--- src/rtl/rfp_pkg.sv ---
package rfp_pkg;
  localparam logic [6:0] ADDR_DATA = 7'h7F;
  localparam logic [6:0] ADDR_TXAF = 7'h7C;
  localparam logic [6:0] ADDR_TXAE = 7'h7D;
  localparam logic [6:0] ADDR_RXAF = 7'h7E;
  localparam logic [6:0] ADDR_CTRL = 7'h08;
  localparam logic [6:0] ADDR_STAT = 7'h03;
  localparam logic [6:0] ADDR_IEN  = 7'h05;

  localparam int BIT_TXAF  = 0;
  localparam int BIT_TXAE  = 1;
  localparam int BIT_RXAF  = 2;
  localparam int BIT_TXOVF = 3;
  localparam int BIT_RXUDF = 4;
  localparam int BIT_RXOVF = 5;
  localparam int BIT_TXUDF = 6;

  localparam int CTRL_CLRTX = 0;
  localparam int CTRL_CLRRX = 1;
  localparam int CTRL_IDLE  = 3;

  // strobes from control to datapath
  typedef struct packed {
    logic txPush;
    logic rxPop;
    logic txClr;
    logic rxClr;
  } dpStrobe_t;
endpackage

--- src/rtl/rfp_byte_fifo.sv ---
module rfp_byte_fifo #(
  parameter int DEPTH = 64,
  parameter int WIDTH = 8,
  localparam int AW = $clog2(DEPTH),
  localparam int CW = AW + 1
) (
  input  logic             clk,
  input  logic             rstN,
  input  logic             clr,
  input  logic             push,
  input  logic [WIDTH-1:0] pushData,
  input  logic             pop,
  output logic [WIDTH-1:0] headData,
  output logic [CW-1:0]    level,
  output logic [CW-1:0]    levelNext,
  output logic             full,
  output logic             empty
);
  logic [WIDTH-1:0] mem [DEPTH];
  logic [AW-1:0] wrPtr, rdPtr;
  logic pushOk, popOk;

  function automatic logic [AW-1:0] stepPtr(input logic [AW-1:0] p);
    return (p == AW'(DEPTH - 1)) ? '0 : p + 1'b1;
  endfunction

  assign full     = (level == CW'(DEPTH));
  assign empty    = (level == '0);
  assign pushOk   = push && !full && !clr;
  assign popOk    = pop && !empty && !clr;
  assign headData = mem[rdPtr];

  always_comb begin
    if (clr) levelNext = '0;
    else     levelNext = level + CW'(pushOk) - CW'(popOk);
  end

  always_ff @(posedge clk) begin
    if (pushOk) mem[wrPtr] <= pushData;
  end

  always_ff @(posedge clk or negedge rstN) begin
    if (!rstN) begin
      wrPtr <= '0;
      rdPtr <= '0;
      level <= '0;
    end else if (clr) begin
      wrPtr <= '0;
      rdPtr <= '0;
      level <= '0;
    end else begin
      if (pushOk) wrPtr <= stepPtr(wrPtr);
      if (popOk)  rdPtr <= stepPtr(rdPtr);
      level <= levelNext;
    end
  end
endmodule

--- src/rtl/rfp_datapath.sv ---
module rfp_datapath
  import rfp_pkg::*;
#(
  parameter int DEPTH = 64,
  localparam int CW = $clog2(DEPTH) + 1
) (
  input  logic          clk,
  input  logic          rstN,
  input  dpStrobe_t     strobe,
  input  logic [7:0]    hostWdata,
  input  logic          txPop,
  input  logic          rxPush,
  input  logic [7:0]    rxData,
  output logic [7:0]    txHead,
  output logic [7:0]    rxHead,
  output logic [CW-1:0] txLevel,
  output logic [CW-1:0] txLevelNext,
  output logic [CW-1:0] rxLevel,
  output logic [CW-1:0] rxLevelNext,
  output logic          txFull,
  output logic          txEmpty,
  output logic          rxFull,
  output logic          rxEmpty
);
  rfp_byte_fifo #(.DEPTH(DEPTH), .WIDTH(8)) u_txFifo (
    .clk(clk), .rstN(rstN), .clr(strobe.txClr),
    .push(strobe.txPush), .pushData(hostWdata), .pop(txPop),
    .headData(txHead), .level(txLevel), .levelNext(txLevelNext),
    .full(txFull), .empty(txEmpty)
  );

  rfp_byte_fifo #(.DEPTH(DEPTH), .WIDTH(8)) u_rxFifo (
    .clk(clk), .rstN(rstN), .clr(strobe.rxClr),
    .push(rxPush), .pushData(rxData), .pop(strobe.rxPop),
    .headData(rxHead), .level(rxLevel), .levelNext(rxLevelNext),
    .full(rxFull), .empty(rxEmpty)
  );
endmodule

--- src/rtl/rfp_control.sv ---
module rfp_control
  import rfp_pkg::*;
#(
  parameter int DEPTH = 64,
  parameter int THR_W = 6,
  parameter logic [THR_W-1:0] TXAF_RST = 6'h37,
  parameter logic [THR_W-1:0] TXAE_RST = 6'h04,
  parameter logic [THR_W-1:0] RXAF_RST = 6'h37,
  localparam int CW = $clog2(DEPTH) + 1
) (
  input  logic          clk,
  input  logic          rstN,
  input  logic [6:0]    regAddr,
  input  logic          regWrEn,
  input  logic          regRdEn,
  input  logic [7:0]    regWdata,
  output logic [7:0]    regRdata,
  input  logic          txPop,
  input  logic          rxPush,
  input  logic [7:0]    rxHead,
  input  logic [CW-1:0] txLevel,
  input  logic [CW-1:0] txLevelNext,
  input  logic [CW-1:0] rxLevel,
  input  logic [CW-1:0] rxLevelNext,
  input  logic          txFull,
  input  logic          txEmpty,
  input  logic          rxFull,
  input  logic          rxEmpty,
  output dpStrobe_t     strobe,
  output logic          irqN,
  output logic          idleReq
);
  logic [THR_W-1:0] txAfThr, txAeThr, rxAfThr;
  logic [7:0] status, intEn, events;
  logic autoIdle;
  logic wrData, rdData, wrCtrl, rdStat;

  assign wrData = regWrEn && (regAddr == ADDR_DATA);
  assign rdData = regRdEn && (regAddr == ADDR_DATA);
  assign wrCtrl = regWrEn && (regAddr == ADDR_CTRL);
  assign rdStat = regRdEn && (regAddr == ADDR_STAT);

  always_comb begin
    strobe        = '0;
    strobe.txPush = wrData;
    strobe.rxPop  = rdData;
    strobe.txClr  = wrCtrl && regWdata[CTRL_CLRTX];
    strobe.rxClr  = wrCtrl && regWdata[CTRL_CLRRX];
  end

  always_comb begin
    events = '0;
    events[BIT_TXAF]  = !strobe.txClr && (txLevelNext > txLevel) &&
                        (txLevelNext == CW'(txAfThr));
    events[BIT_TXAE]  = !strobe.txClr && (txLevelNext < txLevel) &&
                        (txLevelNext == CW'(txAeThr));
    events[BIT_RXAF]  = !strobe.rxClr && (rxLevelNext > rxLevel) &&
                        (rxLevelNext == CW'(rxAfThr));
    events[BIT_TXOVF] = wrData && txFull;
    events[BIT_RXUDF] = rdData && rxEmpty;
    events[BIT_RXOVF] = rxPush && rxFull;
    events[BIT_TXUDF] = txPop && txEmpty;
  end

  always_ff @(posedge clk or negedge rstN) begin
    if (!rstN) begin
      txAfThr  <= TXAF_RST;
      txAeThr  <= TXAE_RST;
      rxAfThr  <= RXAF_RST;
      intEn    <= '0;
      autoIdle <= 1'b0;
    end else if (regWrEn) begin
      case (regAddr)
        ADDR_TXAF: txAfThr  <= regWdata[THR_W-1:0];
        ADDR_TXAE: txAeThr  <= regWdata[THR_W-1:0];
        ADDR_RXAF: rxAfThr  <= regWdata[THR_W-1:0];
        ADDR_IEN:  intEn    <= regWdata;
        ADDR_CTRL: autoIdle <= regWdata[CTRL_IDLE];
        default: ;
      endcase
    end
  end

  always_ff @(posedge clk or negedge rstN) begin
    if (!rstN) status <= '0;
    else       status <= (rdStat ? 8'h00 : status) | events;
  end

  always_ff @(posedge clk or negedge rstN) begin
    if (!rstN) begin
      regRdata <= '0;
    end else if (regRdEn) begin
      case (regAddr)
        ADDR_DATA: regRdata <= rxEmpty ? 8'h00 : rxHead;
        ADDR_STAT: regRdata <= status;
        ADDR_IEN:  regRdata <= intEn;
        ADDR_TXAF: regRdata <= 8'(txAfThr);
        ADDR_TXAE: regRdata <= 8'(txAeThr);
        ADDR_RXAF: regRdata <= 8'(rxAfThr);
        ADDR_CTRL: regRdata <= 8'(autoIdle) << CTRL_IDLE;
        default:   regRdata <= 8'h00;
      endcase
    end
  end

  always_ff @(posedge clk or negedge rstN) begin
    if (!rstN) idleReq <= 1'b0;
    else idleReq <= autoIdle && !strobe.txClr && (txLevel != '0) &&
                    (txLevelNext == '0);
  end

  assign irqN = ~|(status & intEn);
endmodule

--- src/rtl/radio_fifo_pair.sv ---
module radio_fifo_pair
  import rfp_pkg::*;
#(
  parameter int DEPTH = 64,
  parameter int THR_W = 6
) (
  input  logic       clk,
  input  logic       rstN,
  input  logic [6:0] regAddr,
  input  logic       regWrEn,
  input  logic       regRdEn,
  input  logic [7:0] regWdata,
  output logic [7:0] regRdata,
  input  logic       txPop,
  output logic [7:0] txData,
  output logic       txValid,
  input  logic       rxPush,
  input  logic [7:0] rxData,
  output logic       irqN,
  output logic       idleReq
);
  localparam int CW = $clog2(DEPTH) + 1;

  dpStrobe_t strobe;
  logic [7:0] rxHead;
  logic [CW-1:0] txLevel, txLevelNext, rxLevel, rxLevelNext;
  logic txFull, txEmpty, rxFull, rxEmpty;

  rfp_datapath #(.DEPTH(DEPTH)) u_dp (
    .clk(clk), .rstN(rstN), .strobe(strobe), .hostWdata(regWdata),
    .txPop(txPop), .rxPush(rxPush), .rxData(rxData),
    .txHead(txData), .rxHead(rxHead),
    .txLevel(txLevel), .txLevelNext(txLevelNext),
    .rxLevel(rxLevel), .rxLevelNext(rxLevelNext),
    .txFull(txFull), .txEmpty(txEmpty), .rxFull(rxFull), .rxEmpty(rxEmpty)
  );

  rfp_control #(.DEPTH(DEPTH), .THR_W(THR_W)) u_ctl (
    .clk(clk), .rstN(rstN), .regAddr(regAddr), .regWrEn(regWrEn),
    .regRdEn(regRdEn), .regWdata(regWdata), .regRdata(regRdata),
    .txPop(txPop), .rxPush(rxPush), .rxHead(rxHead),
    .txLevel(txLevel), .txLevelNext(txLevelNext),
    .rxLevel(rxLevel), .rxLevelNext(rxLevelNext),
    .txFull(txFull), .txEmpty(txEmpty), .rxFull(rxFull), .rxEmpty(rxEmpty),
    .strobe(strobe), .irqN(irqN), .idleReq(idleReq)
  );

  assign txValid = !txEmpty;
endmodule

--- config.mk ---
export PLATFORM = sky130hd
export DESIGN_NAME = radio_fifo_pair
export DESIGN_NICKNAME = d
export VERILOG_FILES = /design/src/rtl/rfp_pkg.sv /design/src/rtl/rfp_byte_fifo.sv /design/src/rtl/rfp_datapath.sv /design/src/rtl/rfp_control.sv /design/src/rtl/radio_fifo_pair.sv
export SDC_FILE = /design/constraint.sdc
export NUM_CORES = 1
export LEC_CHECK = 0
export ABC_CLOCK_PERIOD_IN_PS = 9000
export BUFFER_PORTS_ARGS = -buffer_cell sky130_fd_sc_hd__clkbuf_2
export CORE_MARGIN = 2
export CORE_UTILIZATION = 35
export CTS_BUF_LIST = sky130_fd_sc_hd__clkbuf_4 sky130_fd_sc_hd__clkbuf_8
export CTS_CLUSTER_SIZE = 16
export DETAILED_ROUTE_END_ITERATION = 8
export GPL_ROUTABILITY_DRIVEN = 0
export SETUP_SLACK_MARGIN = 0.15
export SYNTH_ARGS = -nofsm -noshare
export SYNTH_HDL_FRONTEND = slang
export SYNTH_SLANG_ARGS = --single-unit
--- constraint.sdc ---
create_clock -name clk -period 9 [get_ports clk]
set_clock_uncertainty 0.15 [all_clocks]
set_input_delay 1.8 -clock clk [delete_from_list [all_inputs] [get_ports clk]]
set_output_delay 1.8 -clock clk [all_outputs]
set_load 0.1 [all_outputs]
==> results.toml <==
[logic_synthesis]
yosysUniqueCellTypes = 67
yosys_most_used_dff = "edfxtp_1"
netlist.area_leader.share = 0.6922
synthTopCellsByCount = "edfxtp_1, mux4_2, nor2_1, nand2_1, dfrtp_1"
yosys_warnings = 0
syn_inst = 2193
yosys.area.top_type = "edfxtp_1"
synthTopCellsByArea = "edfxtp_1, mux4_2, dfrtp_1"
ys_ff_latch = 1105
syn_nets = 2260
syn_avg_cell_area_um2 = 20.26
synth_most_common_cell = "edfxtp_1"
synth_edf_count = 1024
syn_area_mm2 = 0.04442
async_reset_ff_frac = 0.07330
ys_seq_area_frac = 0.7381

[worst_setup_path]
crit_slowest_cell = "buf_12"
critPathMaxFanout = 124
crit_family = "multiplexers"
rrSetupSlack_ns = 3.56
cp.buffers_inverters = 2
critPathMostFrequentCell = "mux4_2"
cpPeakStageDelay_ns = 0.69
cp_cell_sequence = "buf_12, mux4_2, mux4_2, mux4_2, clkbuf_2"
crit_path_end_kind = "output pin"
critical_path_class = "flop to output pin"
critical_path_required_ns = 7.05
cp-start-kind = "flop"
critPathArrivalTime_ns = 4.45

[clock_tree]
cts_buffer_depth = 3
cts_tree = "yes"
hold_buffers = 0
cts.sinks = 1105
post_cts_resized = 0
cts_buffers = 176
clkTransAtPathRegs_ns = 0.07
htree_levels = 4
cts_root_buf = "clkbuf_8"
clk_latency_ns = 0.86
post_cts_buffers = 0

[finish]
nNetsFinal = 2397
drive_gt1_frac = 0.2951
synthToLayoutAreaGrowth_pct = 12.58
final_cells = 4121

[global_routing]
gr-total-overflow = 0
grt_pass1_wl_um = 151400
grt_usage = 0.1580
grt_max_degree = 125
antenna_found_initial = 10
grt_pass1_vias = 22814

[timing]
hold_violations = 0
rsz0062_at_grt = "false"
final_max_slew_viol_count = 0
min_period_ns = 6.399
period_share = 0.7110
maxSlewHeadroom = 0.1470
worstMarginPinSlew_ns = 1.280
finalSetupViolCount = 0
fmax_mhz = 156.3
tns_ns = 0

[detailed_routing]
dr_total_vias = 21889
first_iter_violations = 2386
firstDrtPassIters = 7
avgRoutedWirePerCell_um = 24.94
vias_per_cell = 5.312
route.detailed.drc = 0
routed_wl_um = 102800
antenna_left = 0

[floorplanning]
initial_core_util = 0.3533
dieArea_mm2 = 0.1298
coreArea_mm2 = 0.1257
rows = 130
die_w_um = 360.3
die_h_um = 360.3
io_pins = 48

[placed_design]
dpl.cell_count = 3802
hpwl_um = 63340
io_buffers = 47

[hold_path]
min_path_type = "flop to flop"

[power]
vdd_drop_max_uv = 167.0
totalPowerFinal_uw = 13220
cellPowerDensity_mw_per_mm2 = 264.3
p_leak_uw = 0.01572

[status]
outcome = "completed"

[flow_run]
maxCapViolCount = 0
## worst register-to-register path: stages (launching register included)
cell and delay (ns):
dfrtp_1 0.38, inv_1 0.12, ha_1 0.15, nor4bb_1 0.46
nand2_1 0.24, nand2_1 0.23, nor2_1 0.08, ha_1 0.30
inv_1 0.04, ha_1 0.20, fa_1 0.49, a211o_1 0.29
a31oi_1 0.16, o21bai_1 0.09, xnor2_1 0.22, nor2_1 0.10
ha_1 0.35, nand4_1 0.13, a21oi_1 0.14, a2111oi_0 0.10
or4b_1 0.55, o41ai_1 0.34
## cell families (layout without fill, tap and decap cells)
family / count (synthesis) / after routing / synth area share
flops: 1105 / 1105 / 0.7381
simple gates: 380 / 380 / 0.03937
fa+ha+maj: 38 / 38 / 0.01104
other cells: 0 / 1 / 0
compound gates: 131 / 131 / 0.01912
xor+xnor: 32 / 32 / 0.006309
buf+inv: 143 / 420 / 0.01422
mux: 364 / 364 / 0.1718
## registers in the layout, summed over array words and instances (netlist names), 7 cells and up
signal               cells
u_ctl.regRdata           8
u_dp.u_txFifo.level      7
u_ctl.intEn              8
u_dp.u_rxFifo.level      7
u_dp.u_txFifo.mem      512
u_ctl.status             7
u_dp.u_rxFifo.mem      512
## path summary, 6_finish.rpt
check / cells past startpoint / to / from
min in group asynchronous: 1 / u_dp.u_txFifo.rdPtr[5] / rstN
worst max-delay path: 5 / txData[0] / u_dp.u_txFifo.rdPtr[0]
worst min-delay path: 2 / u_ctl.regRdata[5] / u_ctl.regRdata[5]
max in group asynchronous: 2 / u_dp.u_rxFifo.rdPtr[0] / rstN
worst min register to register: 2 / u_ctl.regRdata[5] / u_ctl.regRdata[5]
worst max register to register: 21 / u_ctl.status[0] / u_dp.u_txFifo.level[3]
## area by class of cell
| cell class | count | area (um2) |
|---|---|---|
| Timing Repair Buffer | 76 | 480.5 |
| Sequential cell | 1105 | 32810 |
| Antenna cell | 1 | 2.502 |
| Tap cell | 1650 | 2064 |
| Multi-Input combinational cell | 945 | 11010 |
| Inverter | 26 | 97.59 |
| Clock inverter | 77 | 621.8 |
| Clock buffer | 241 | 2929 |
| Fill cell | 11174 | 75720 |
## cell usage in the layout (no fill, tap or decap), types with 6 or more instances in the layout
cell | netlist | layout
dfstp_2 | 11 | 11
clkinv_1 | 0 | 37
dfrtp_1 | 70 | 64
clkbuf_8 | 0 | 179
nor4_1 | 7 | 7
inv_1 | 23 | 23
buf_4 | 1 | 28
ha_1 | 36 | 36
bufinv_16 | 0 | 6
o21ai_0 | 13 | 13
clkbuf_2 | 0 | 46
xnor2_1 | 20 | 20
o22ai_1 | 13 | 13
clkbuf_4 | 0 | 62
clkinv_2 | 0 | 17
a21oi_1 | 31 | 31
nand2b_1 | 6 | 6
nand2_1 | 74 | 74
xor2_1 | 12 | 12
o2111ai_1 | 6 | 6
o21ai_1 | 19 | 19
nor2b_1 | 8 | 8
clkinv_8 | 0 | 7
edfxtp_1 | 1024 | 1024
mux2i_1 | 20 | 20
nand3b_1 | 8 | 8
nand4_1 | 17 | 17
mux2_2 | 26 | 26
a22oi_1 | 9 | 9
mux4_2 | 316 | 316
nor2_1 | 184 | 184
nor3_1 | 8 | 7
nand3_1 | 32 | 32
## power by group
group | total, uW | switching (uW) | internal, uW
Clock | 4290 | 1990 | 2300
Combinational | 2960 | 1790 | 1170
Sequential | 5970 | 186 | 5780
Total | 13200 | 3970 | 9250
## metrics by stage
step	util	hold WS [ns]	cell area [um2]	worst slack, ns
after CTS	0.3977	0.3830	50010	2.443
after global placement	0.3695	0.3585	46460	2.087
final	0.3978	0.3881	50010	2.601
after global routing	0.3978	0.4137	50010	2.360
after floorplan	-	0.3164	44420	2.740
after detailed placement	0.3695	0.3674	46460	1.998
## per-layer routing
layer	vias up	wire, um	GRT usage
met5	-	92	0
met4	14	2923	0.05792
met1	11543	40940	0.1990
met3	190	7616	0.04110
met2	807	51200	0.2629
li1	9335	-	-
Note: power is estimated with default switching activity, not from simulation.
